--- src/rtl/tirq_pkg.sv ---
package tirq_pkg;

  typedef enum logic [1:0] {
    OP_NONE     = 2'd0,
    OP_PULSE    = 2'd1,
    OP_ASSERT   = 2'd2,
    OP_DEASSERT = 2'd3
  } pin_op_e;

  localparam int PIN_W  = 5;
  localparam int VEC_W  = 8;
  localparam int DEST_W = 8;

  // configuration word field positions
  localparam int CFG_LVL_BIT  = 1;
  localparam int CFG_IEN_BIT  = 2;
  localparam int CFG_ROUTE_LO = 9;
  localparam int CFG_MEN_BIT  = 14;

  // message route word field positions
  localparam int MR_VEC_LO  = 0;
  localparam int MR_DEST_LO = 44;

endpackage

--- src/rtl/tirq_rr_arb.sv ---
module tirq_rr_arb #(
  parameter int N = 8
) (
  input  logic         clk,
  input  logic         rst_n,
  input  logic [N-1:0] req,
  input  logic         ready,
  output logic         valid,
  output logic [N-1:0] gnt
);
  localparam int IW = (N > 1) ? $clog2(N) : 1;

  logic [IW-1:0] ptr_q;
  logic          hold_q;
  logic [N-1:0]  hold_gnt_q;
  logic [N-1:0]  rr_gnt;
  logic [IW-1:0] win;
  logic          found;

  always_comb begin
    rr_gnt = '0;
    found  = 1'b0;
    for (int i = 0; i < N; i++) begin
      int j;
      j = int'(ptr_q) + i;
      if (j >= N) j = j - N;
      if (!found && req[IW'(j)]) begin
        rr_gnt[IW'(j)] = 1'b1;
        found = 1'b1;
      end
    end
  end

  assign valid = |req;
  assign gnt   = (hold_q && |(hold_gnt_q & req)) ? hold_gnt_q : rr_gnt;

  always_comb begin
    win = '0;
    for (int i = 0; i < N; i++)
      if (gnt[i]) win = IW'(i);
  end

  always_ff @(posedge clk) begin
    if (!rst_n) begin
      ptr_q      <= '0;
      hold_q     <= 1'b0;
      hold_gnt_q <= '0;
    end else if (valid && ready) begin
      ptr_q  <= (int'(win) == N - 1) ? '0 : win + 1'b1;
      hold_q <= 1'b0;
    end else if (valid) begin
      hold_q     <= 1'b1;
      hold_gnt_q <= gnt;
    end else begin
      hold_q <= 1'b0;
    end
  end


  gnt_onehot_chk: assert property (@(posedge clk) disable iff (!rst_n)
    $onehot0(gnt) && (valid == (gnt != '0)));


  gnt_keep_chk: assert property (@(posedge clk) disable iff (!rst_n)
    (valid && !ready) |=> (gnt == $past(gnt)) || (($past(gnt) & req) == '0));

endmodule

--- src/rtl/tirq_chan.sv ---
module tirq_chan
  import tirq_pkg::*;
#(
  parameter int          IDX        = 0,
  parameter logic [31:0] ALLOW_MASK = 32'h00F0_0000,
  parameter bit          MSG_CAP    = 1'b1
) (
  input  logic              clk,
  input  logic              rst_n,
  input  logic              legacy_en,
  input  logic              expire,
  input  logic              cfg_we,
  input  logic              msg_we,
  input  logic              wr_lvl,
  input  logic              wr_ien,
  input  logic              wr_men,
  input  logic [PIN_W-1:0]  wr_route,
  input  logic [VEC_W-1:0]  wr_vec,
  input  logic [DEST_W-1:0] wr_dest,
  input  logic              clr,
  input  logic              pin_pop,
  input  logic              msg_pop,
  output logic              status,
  output logic              pin_req,
  output pin_op_e           pin_op,
  output logic [PIN_W-1:0]  pin_num,
  output logic              msg_req,
  output logic [VEC_W-1:0]  msg_vec,
  output logic [DEST_W-1:0] msg_dest
);
  localparam bit IS_LEG = (IDX < 2);
  localparam logic [PIN_W-1:0] LEG_PIN = (IDX == 0) ? PIN_W'(2) : PIN_W'(8);

  // stored configuration
  logic              lvl_q, ien_q, men_q;
  logic [PIN_W-1:0]  route_q;
  logic [VEC_W-1:0]  mvec_q;
  logic [DEST_W-1:0] mdest_q;
  // level bookkeeping
  logic              status_q;
  logic [PIN_W-1:0]  held_q;
  // pending slots
  pin_op_e           pop_q;
  logic [PIN_W-1:0]  ppin_q;
  logic              mslot_q;
  logic [VEC_W-1:0]  svec_q;
  logic [DEST_W-1:0] sdest_q;

  // effective configuration including a same-cycle write
  logic              n_lvl, n_ien, n_men;
  logic [PIN_W-1:0]  n_route, wr_route_ok;
  logic [VEC_W-1:0]  n_vec;
  logic [DEST_W-1:0] n_dest;
  logic              leg_ch, use_msg, edge_mode;
  logic [PIN_W-1:0]  eff_pin;
  logic              pslot_free, mslot_free;
  logic              fire, fire_msg, fire_pin, drop_cfg, release_st;
  pin_op_e           op_after_pop;

  assign wr_route_ok = (wr_route == '0 || ALLOW_MASK[wr_route]) ? wr_route : '0;

  always_comb begin
    n_lvl   = cfg_we ? wr_lvl      : lvl_q;
    n_ien   = cfg_we ? wr_ien      : ien_q;
    n_men   = cfg_we ? wr_men      : men_q;
    n_route = cfg_we ? wr_route_ok : route_q;
    n_vec   = msg_we ? wr_vec      : mvec_q;
    n_dest  = msg_we ? wr_dest     : mdest_q;
  end

  assign leg_ch    = legacy_en && IS_LEG;
  assign use_msg   = !leg_ch && MSG_CAP && n_men;
  assign eff_pin   = use_msg ? '0 : (leg_ch ? LEG_PIN : n_route);
  assign edge_mode = leg_ch || !n_lvl;

  assign pslot_free = (pop_q == OP_NONE) || pin_pop;
  assign mslot_free = !mslot_q || msg_pop;

  assign fire     = expire && n_ien && !status_q;
  assign fire_msg = fire && use_msg && mslot_free;
  assign fire_pin = fire && !use_msg && (eff_pin != '0) && pslot_free;

  assign drop_cfg   = cfg_we && (!n_ien || use_msg || edge_mode || (eff_pin != held_q));
  assign release_st = status_q && (clr || drop_cfg);

  assign op_after_pop = pin_pop ? OP_NONE : pop_q;

  always_ff @(posedge clk) begin
    if (!rst_n) begin
      lvl_q    <= 1'b0;
      ien_q    <= 1'b0;
      men_q    <= 1'b0;
      route_q  <= '0;
      mvec_q   <= '0;
      mdest_q  <= '0;
      status_q <= 1'b0;
      held_q   <= '0;
      pop_q    <= OP_NONE;
      ppin_q   <= '0;
      mslot_q  <= 1'b0;
      svec_q   <= '0;
      sdest_q  <= '0;
    end else begin
      lvl_q   <= n_lvl;
      ien_q   <= n_ien;
      men_q   <= n_men;
      route_q <= n_route;
      mvec_q  <= n_vec;
      mdest_q <= n_dest;

      // pin slot and level status
      if (release_st) begin
        status_q <= 1'b0;
        if (op_after_pop == OP_ASSERT) begin
          pop_q <= OP_NONE;
        end else begin
          pop_q  <= OP_DEASSERT;
          ppin_q <= held_q;
        end
      end else if (fire_pin) begin
        pop_q  <= edge_mode ? OP_PULSE : OP_ASSERT;
        ppin_q <= eff_pin;
        if (!edge_mode) begin
          status_q <= 1'b1;
          held_q   <= eff_pin;
        end
      end else begin
        pop_q <= op_after_pop;
      end

      // message slot
      if (fire_msg) begin
        mslot_q <= 1'b1;
        svec_q  <= n_vec;
        sdest_q <= n_dest;
      end else if (msg_pop) begin
        mslot_q <= 1'b0;
      end
    end
  end

  assign status   = status_q;
  assign pin_req  = (pop_q != OP_NONE);
  assign pin_op   = pop_q;
  assign pin_num  = ppin_q;
  assign msg_req  = mslot_q;
  assign msg_vec  = svec_q;
  assign msg_dest = sdest_q;


  status_rise_chk: assert property (@(posedge clk) disable iff (!rst_n)
    $rose(status_q) |-> $past(expire) && $past(pop_q != OP_ASSERT || pin_pop));


  status_fall_chk: assert property (@(posedge clk) disable iff (!rst_n)
    $fell(status_q) |-> $past(clr || cfg_we));


  ien_off_chk: assert property (@(posedge clk) disable iff (!rst_n)
    (expire && !n_ien && !clr && !cfg_we) |=> $stable(status_q) && !$rose(mslot_q));


  leg_edge_chk: assert property (@(posedge clk) disable iff (!rst_n)
    (leg_ch && expire && !status_q) |=> (status_q == $past(status_q)) && !$rose(mslot_q));


  slot_level_chk: assert property (@(posedge clk) disable iff (!rst_n)
    status_q |-> (pop_q == OP_ASSERT || pop_q == OP_NONE));

endmodule

--- src/rtl/tirq_router.sv ---
module tirq_router
  import tirq_pkg::*;
#(
  parameter int          NCH        = 8,
  parameter logic [31:0] ALLOW_MASK = 32'h00F0_0000,
  parameter bit          MSG_CAP    = 1'b1,
  localparam int         CHW        = (NCH > 1) ? $clog2(NCH) : 1
) (
  input  logic           clk,
  input  logic           rst_n,
  input  logic           legacy_en,
  input  logic [NCH-1:0] expire,
  input  logic           wr_en,
  input  logic           wr_sel,
  input  logic [CHW-1:0] wr_ch,
  input  logic [63:0]    wr_data,
  input  logic           clr_en,
  input  logic [NCH-1:0] clr_mask,
  output logic [NCH-1:0] irq_status,
  output logic           pin_valid,
  input  logic           pin_ready,
  output logic [1:0]     pin_op,
  output logic [4:0]     pin_num,
  output logic           msg_valid,
  input  logic           msg_ready,
  output logic [7:0]     msg_vector,
  output logic [7:0]     msg_dest,
  output logic           msg_bcast
);
  logic              wr_lvl, wr_ien, wr_men;
  logic [PIN_W-1:0]  wr_route;
  logic [VEC_W-1:0]  wr_vec;
  logic [DEST_W-1:0] wr_dst;
  logic              unused_bits;

  assign wr_lvl   = wr_data[CFG_LVL_BIT];
  assign wr_ien   = wr_data[CFG_IEN_BIT];
  assign wr_men   = wr_data[CFG_MEN_BIT];
  assign wr_route = wr_data[CFG_ROUTE_LO +: PIN_W];
  assign wr_vec   = wr_data[MR_VEC_LO +: VEC_W];
  assign wr_dst   = wr_data[MR_DEST_LO +: DEST_W];
  assign unused_bits = ^{wr_data[63:52], wr_data[43:15], wr_data[8]};

  logic [NCH-1:0]    pin_req, msg_req, pin_gnt, msg_gnt;
  pin_op_e           ch_op   [NCH];
  logic [PIN_W-1:0]  ch_pin  [NCH];
  logic [VEC_W-1:0]  ch_vec  [NCH];
  logic [DEST_W-1:0] ch_dest [NCH];

  for (genvar g = 0; g < NCH; g++) begin : g_ch
    logic hit;
    assign hit = wr_en && (wr_ch == CHW'(g));

    tirq_chan #(
      .IDX       (g),
      .ALLOW_MASK(ALLOW_MASK),
      .MSG_CAP   (MSG_CAP)
    ) u_chan (
      .clk      (clk),
      .rst_n    (rst_n),
      .legacy_en(legacy_en),
      .expire   (expire[g]),
      .cfg_we   (hit && !wr_sel),
      .msg_we   (hit && wr_sel),
      .wr_lvl   (wr_lvl),
      .wr_ien   (wr_ien),
      .wr_men   (wr_men),
      .wr_route (wr_route),
      .wr_vec   (wr_vec),
      .wr_dest  (wr_dst),
      .clr      (clr_en && clr_mask[g]),
      .pin_pop  (pin_gnt[g] && pin_ready),
      .msg_pop  (msg_gnt[g] && msg_ready),
      .status   (irq_status[g]),
      .pin_req  (pin_req[g]),
      .pin_op   (ch_op[g]),
      .pin_num  (ch_pin[g]),
      .msg_req  (msg_req[g]),
      .msg_vec  (ch_vec[g]),
      .msg_dest (ch_dest[g])
    );
  end

  tirq_rr_arb #(.N(NCH)) u_pin_arb (
    .clk  (clk),
    .rst_n(rst_n),
    .req  (pin_req),
    .ready(pin_ready),
    .valid(pin_valid),
    .gnt  (pin_gnt)
  );

  tirq_rr_arb #(.N(NCH)) u_msg_arb (
    .clk  (clk),
    .rst_n(rst_n),
    .req  (msg_req),
    .ready(msg_ready),
    .valid(msg_valid),
    .gnt  (msg_gnt)
  );

  always_comb begin
    pin_op     = '0;
    pin_num    = '0;
    msg_vector = '0;
    msg_dest   = '0;
    for (int i = 0; i < NCH; i++) begin
      if (pin_gnt[i]) begin
        pin_op  = pin_op | ch_op[i];
        pin_num = pin_num | ch_pin[i];
      end
      if (msg_gnt[i]) begin
        msg_vector = msg_vector | ch_vec[i];
        msg_dest   = msg_dest | ch_dest[i];
      end
    end
  end

  assign msg_bcast = (msg_dest == 8'hFF);


  pin_hold_chk: assert property (@(posedge clk) disable iff (!rst_n)
    (pin_valid && !pin_ready && pin_op != OP_ASSERT)
      |=> pin_valid && $stable(pin_op) && $stable(pin_num));


  msg_hold_chk: assert property (@(posedge clk) disable iff (!rst_n)
    (msg_valid && !msg_ready)
      |=> msg_valid && $stable(msg_vector) && $stable(msg_dest));


  reset_quiet_chk: assert property (@(posedge clk)
    $past(!rst_n) |-> (irq_status == '0) && !pin_valid && !msg_valid);

endmodule

--- config.mk ---
export PLATFORM = sky130hd
export DESIGN_NAME = tirq_router
export DESIGN_NICKNAME = d
export VERILOG_FILES = /design/src/rtl/tirq_pkg.sv /design/src/rtl/tirq_rr_arb.sv /design/src/rtl/tirq_chan.sv /design/src/rtl/tirq_router.sv
export SDC_FILE = /design/constraint.sdc
export NUM_CORES = 1
export LEC_CHECK = 0
export BUFFER_PORTS_ARGS = -buffer_cell sky130_fd_sc_hd__buf_4
export CORE_MARGIN = 4
export CORE_UTILIZATION = 50
export DETAILED_ROUTE_END_ITERATION = 12
export PLACE_DENSITY = 0.77
export REMOVE_ABC_BUFFERS = 1
export SLEW_MARGIN = 25
export SYNTH_ARGS = -nofsm -noshare
export SYNTH_HDL_FRONTEND = slang
export SYNTH_SLANG_ARGS = --single-unit
--- constraint.sdc ---
create_clock -name clk -period 6.7 [get_ports clk]
set_input_delay 0.67 -clock clk [delete_from_list [all_inputs] [get_ports clk]]
set_output_delay 0.67 -clock clk [all_outputs]
set_load 0.01 [all_outputs]
==> results.ini, run 1 <==
[clock_tree]
hold_buffers=0
cts_sinks=456
cts.repair.resized=0
clockBufferDepth=3
cts_buffers=47
cts_max_level=2
post_cts.repair.setup_buffers=0
worstSkewPairLatency_ns=0.60
cts-root-buf=clkbuf_16
cts_tree=yes
clkTransAtPathRegs_ns=0.06

[flow_run]
maxCapViolations=0

[sta]
min_period_over_period_pct=92.6
skew_ns=0.0191
relSlewSlack_pct=30.2
rsz0062_at_grt=false
slew_viol_final=0
report.final.setup_viol=0
period_minus_slack_ns=6.21
finalHoldViolations=0
max_freq_ghz=0.161
holdWs_ns=0.419
tightest_slew_ns=1.05
final.setup.tns_ns=0

[yosys]
synth_top_area_share_pct=41.2
synth_edf_count=0
synth-seq-cells=456
yosysTopAreaCell=dfxtp_1
synth_area_leaders=dfxtp_1 41%, mux2i_1 11%, nor2_1 7.9%, a211oi_1 3.9%, nand2_1 2.9%
synthCells=2521
yosys_warnings=0
yosysMostFrequentCell=nor2_1
ys_top_cells_by_count=468 x nor2_1, 456 x dfxtp_1, 237 x mux2i_1
ys_types=102
synth_ff_type=dfxtp_1
syn_area_per_cell_um2=8.79
async_reset_ff_share_pct=0
yosysSeqAreaShare_pct=41.2
syn_area_mm2=0.0221

[finish]
syn_to_final_growth_pct=11.4
drive_above_1_share_pct=12.8
regArea_mm2=0.00913
nFillCells=3771
multiInputGateArea_mm2=0.0121
diodes=0
nNetsFinal=2595

[grt]
grt_pass1_vias=18640
grt_antenna_before_repair=0
grtUsageTotal_pct=25.9
overflow=0
grt_max_degree=227
grt_first_pass_wirelength_um=101000

[placed_design]
io_buffers=82
gp_congestion=0.926
hpwl_um=42300

[setup_path]
cpMostUsedCell=nand4_1
cp.required_ns=6.03
critPathArrivalTime_ns=5.54
critPathLaunchType=flip-flop
cp-end-kind=output port
worstPathMaxFanout=19
crit_type=reg -> out
cp_cell_sequence=inv_2 -> ha_1 -> mux2i_1 -> mux4_2 -> a32oi_2 -> o41ai_1 -> o22ai_1 -> a31oi_2 -> a22oi_1 -> nand4_1 -> nand4_1 -> nor2_1 -> buf_4
crit_family=compound AO/OA/AOI/OAI gates
path_buf_inv=2
cpPeakStageDelay_ns=0.82
cpMaxStageDelayCell=a31oi_2

[die]
die-area_mm2=0.0477
die_w_um=218
die_h_um=218
start_util_pct=51.0
pin_count=125
rows=76
core_mm2=0.0435

[pwr]
total_leakage_power_nw=9.19
powerDensity_mw_per_mm2=232
ir_drop_mv=0.201

[drt]
vias=19296
routedWlPerCell_um=20.6
drc=0
drt-total-wl_um=64000
viasPerCell=6.21
detail-route-antenna-nets=0
first_pass_iters=6
drt_iter0_markers=1873

[outcome]
status=completed

[min_path]
hold_path_class=in -> reg

per-layer routing:
metal | up-vias | routed length, µm | part of all wire, % | GRT usage (%)
met1 | 9335 | 27300 | 43 | 34.8
met2 | 804 | 29100 | 45 | 41.4
met5 | - | 0 | 0 | 0
met3 | 173 | 5070 | 7.9 | 4.48
met4 | 0 | 2530 | 4.0 | 10.5
li1 | 8984 | - | - | -
sequential cells by signal, indices dropped and copies added (netlist names):
| signal | cells |
|---|---|
| g_ch.u_chan.mdest_q | 64 |
| g_ch.u_chan.msg_dest | 64 |
| g_ch.u_chan.msg_vec | 64 |
| g_ch.u_chan.mvec_q | 64 |
| g_ch.u_chan.held_q | 40 |
| g_ch.u_chan.pin_num | 40 |
| g_ch.u_chan.route_q | 40 |
| g_ch.u_chan.pin_op | 16 |
| g_ch.u_chan.ien_q | 8 |
| g_ch.u_chan.lvl_q | 8 |
| g_ch.u_chan.men_q | 8 |
| g_ch.u_chan.msg_req | 8 |
| g_ch.u_chan.status | 8 |
| u_msg_arb.hold_gnt_q | 8 |
| u_pin_arb.hold_gnt_q | 8 |
| u_msg_arb.ptr_q | 3 |
| u_pin_arb.ptr_q | 3 |
| u_msg_arb.hold_q | 1 |
| u_pin_arb.hold_q | 1 |
through the flow:
step	instance area, µm²	utilization [%]	cells	power, mW	worst slack, ns
2_1_floorplan	21300	-	2318	2.89	0.485
3_3_place_gp	23000	53.0	3022	2.99	1.32
3_5_place_dp	23000	53.0	3022	3.00	1.27
4_1_cts	24700	56.8	3108	5.75	0.556
5_1_grt	24700	56.8	3108	5.88	0.198
6_report	24700	56.8	3108	5.73	0.495
worst register-to-register path: cells and delay by family (launching register included):
kind | cells | cell delay, ns
compound gates | 6 | 2.31
mux | 3 | 0.85
buf+inv | 2 | 0.54
fa+ha+maj | 3 | 1.21
simple gates | 1 | 0.06
flops | 1 | 0.34
area by class of cell:
type	instances	area share, %
multi-input combinational	1823	49.0
timing repair buffer	119	3.67
tap	585	2.97
clock inverter	23	1.40
sequential	456	37.0
inverter	39	0.624
clock buffer	63	5.33
cells in the final DEF, fill, tap and decap left out, types with 12 or more instances in the layout:
master	n
nor2_1	462
nor2b_1	12
nor4_1	15
clkbuf_16	47
a222oi_1	18
nand2_1	170
o21a_1	14
o21ai_0	57
nor3_1	39
inv_1	35
dfxtp_1	456
nand4_1	28
a21oi_1	87
a211oi_1	114
xnor2_1	22
ha_1	18
and2_1	38
mux2_2	47
buf_4	118
and3_1	17
o31ai_1	26
nand2b_1	16
nand3_1	78
mux2i_1	237
mux4_2	17
a22oi_1	43
path summary, 6_finish.rpt:
path / from / end / slack [ns] / depth (start not counted)
worst max-delay path: u_msg_arb.ptr_q[0]$_SDFFE_PN0P_ / msg_bcast / 0.49 / 13
worst min-delay path: wr_data[44] / g_ch[5].u_chan.mdest_q[0]$_SDFF_PN0_ / 0.42 / 3
worst max register to register: u_msg_arb.ptr_q[0]$_SDFFE_PN0P_ / u_msg_arb.ptr_q[2]$_SDFFE_PN0P_ / 1.24 / 15
worst min register to register: g_ch[1].u_chan.route_q[3]$_SDFF_PN0_ / g_ch[1].u_chan.route_q[3]$_SDFF_PN0_ / 0.44 / 2
power by group:
| group | switching (mW) | leakage [nW] | internal (mW) |
|---|---|---|---|
| registers | 0.00484 | 3.67 | 2.72 |
| logic | 0.155 | 4.70 | 0.0599 |
| clock network | 1.16 | 0.814 | 1.63 |
cell families after synthesis:
logic type	after synthesis	synth area share, %
flops	456	41.2
simple gates	946	19.4
xor+xnor	32	1.27
compound gates	526	17.8
fa+ha+maj	18	1.02
buf+inv	242	4.52
mux	301	14.8
(Power assumes the default switching activity.)
==> run 2: changes to the inputs <==
--- a/config.mk
+++ b/config.mk
@@ -5,6 +5,7 @@
 export SDC_FILE = /design/constraint.sdc
 export NUM_CORES = 1
 export LEC_CHECK = 0
+export ABC_AREA = 1
 export BUFFER_PORTS_ARGS = -buffer_cell sky130_fd_sc_hd__buf_4
 export CORE_MARGIN = 4
 export CORE_UTILIZATION = 50
==> results.ini, run 2 <==
[outcome]
status=completed

[clock_tree]
clkTransAtPathRegs_ns=0.06
cts_max_level=2
clockBufferDepth=3
cts_buffers=48
cts_sinks=456
cts-root-buf=clkbuf_16
cts.repair.resized=0
worstSkewPairLatency_ns=0.61
hold_buffers=0
post_cts.repair.setup_buffers=0
cts_tree=yes

[sta]
slew_viol_final=0
relSlewSlack_pct=26.5
period_minus_slack_ns=6.04
max_freq_ghz=0.166
skew_ns=0.0256
setup_slack_ns=0.660
tightest_slew_ns=1.10
finalHoldViolations=0
final.setup.tns_ns=0
report.final.setup_viol=0
min_period_over_period_pct=90.1
rsz0062_at_grt=false

[grt]
grtUsageTotal_pct=25.1
grt_first_pass_wirelength_um=98800
grt_antenna_before_repair=1
grt_max_degree=176
grt_pass1_vias=18859
overflow=0

[pwr]
powerDensity_mw_per_mm2=235
ir_drop_mv=0.247
total_leakage_power_nw=11.2

[finish]
final_common_cell=nand2_1
layout_common_cells=668 x nand2_1, 456 x dfxtp_1, 394 x nor2_1, 300 x inv_1, 272 x a21oi_1
drive_above_1_share_pct=9.84
nNetsFinal=3313
syn_to_final_growth_pct=11.3
final_util_pct=56.6

[placed_design]
gp_congestion=0.913
post-place-ws_ns=1.42
io_buffers=82
hpwl_um=41300

[die]
core_mm2=0.0444
die-area_mm2=0.0487
die_h_um=221
pin_count=125
start_util_pct=50.9
rows=77
die_w_um=221

[yosys]
synth-seq-cells=456
synthMuxAreaShare_pct=5.32
synth_xor_area_share_pct=0.925
synth_top_area_share_pct=40.4
synth_ff_type=dfxtp_1
yosysTopAreaCell=dfxtp_1
ys_types=53
synth-adder-area-share_pct=0.997
syn_area_per_cell_um2=7.06
async_reset_ff_share_pct=0
synthCells=3199
synth_edf_count=0
yosysSeqAreaShare_pct=40.4
syn_area_mm2=0.0226
ys_top_cells_by_count=670 x nand2_1, 456 x dfxtp_1, 398 x nor2_1
synth-compound-area-share_pct=13.8
yosysMostFrequentCell=nand2_1
yosys_warnings=0
synth_area_leaders=dfxtp_1 40%, nand2_1 11%, nor2_1 6.6%, a21oi_1 6.0%, nand3_1 6.0%
yosys.area_share.simple_pct=30.3
synth_top_family_by_area=simple AND/OR/NAND/NOR gates

[flow_run]
maxCapViolations=0

[setup_path]
r2r_cells=16
r2r-start=u_msg_arb.ptr_q[0]$_SDFFE_PN0P_
cp.required_ns=6.03
crit_type=reg -> out
worstPathMaxFanout=27
reg2reg_to=g_ch[4].u_chan.msg_vec[3]$_SDFFE_PN0P_
cp-end-kind=output port
critPathLaunchType=flip-flop
r2r_setup_slack_ns=1.57
critPathArrivalTime_ns=5.37

[drt]
detail-route-antenna-nets=0
vias=21021
viasPerCell=5.48
drt-total-wl_um=62100
routedWlPerCell_um=16.2
first_pass_iters=6
drc=0
drt_iter0_markers=2096

[min_path]
hold_path_class=in -> reg
hold_start=msg_ready
hold-path-endpoint=u_msg_arb.hold_q$_SDFF_PP0_
worstHoldPathCells=2

[run 2: logic make-up after synthesis]
logic type / Yosys count
simple gates: 1556
compound gates: 558
buf+inv: 468
flops: 456
mux: 120
xor+xnor: 23
fa+ha+maj: 18
[run 2: routing by layer]
layer | track usage, % | wire length, µm
met5 | 0 | 13
met4 | 8.67 | 2110
met3 | 3.67 | 4840
met2 | 39.1 | 27100
met1 | 35.8 | 28000
[run 2: cell type report]
cell class	count	area [µm²]
well taps	592	741
clock inverters	15	195
inverters	321	1210
diodes	1	2.50
fillers	4104	19300
clock buffers	73	1470
multi-input cells	2275	11600
flip-flops and latches	456	9130
repair buffers	102	786
[run 2: worst max-delay path: stages, from the launching register on]
cell,delay [ns]
dfxtp_1,0.95
clkinv_2,0.46
ha_1,0.57
clkinv_1,0.33
nand3_1,0.20
nand2_1,0.08
o21a_1,0.19
inv_1,0.18
nor3_1,0.10
a21oi_1,0.15
nand2_1,0.07
nand2_1,0.06
nand2_1,0.09
nand2_1,0.28
nor2_1,0.07
a211oi_1,0.53
nand4_1,0.24
buf_4,0.21
[run 2: per-stage QoR]
stage / hold WS, ns / area, µm² / std cells / total power, mW
after floorplan: 0.420 / 21900 / 3052 / 3.03
after global placement: 0.429 / 23400 / 3745 / 3.17
after detailed placement: 0.436 / 23500 / 3745 / 3.17
after CTS: 0.259 / 25100 / 3833 / 5.92
after global routing: 0.277 / 25100 / 3834 / 6.08
final: 0.286 / 25200 / 3835 / 5.90
[run 2: power breakdown]
group          leakage (nW)  internal (mW)  switching (mW)
sequential             3.68           2.73          0.0114
combinational          6.73          0.108           0.265
clock                 0.818           1.64            1.15
total                  11.2           4.48            1.42
[run 2: worst max-delay path by stage]
stage               slack (ns)                                       to                            start  depth (start not counted)
floorplan                 0.22  g_ch[4].u_chan.msg_dest[0]$_SDFFE_PN0P_                            rst_n                          2
global placement          1.48                               pin_num[0]  u_pin_arb.ptr_q[0]$_SDFFE_PN0P_                         17
detailed placement        1.42                               pin_num[1]  u_pin_arb.ptr_q[0]$_SDFFE_PN0P_                         17
CTS                       0.77                               pin_num[1]  u_pin_arb.ptr_q[0]$_SDFFE_PN0P_                         17
global route              0.27                               pin_num[1]  u_pin_arb.ptr_q[0]$_SDFFE_PN0P_                         18
finish                    0.66                               pin_num[1]  u_pin_arb.ptr_q[0]$_SDFFE_PN0P_                         17
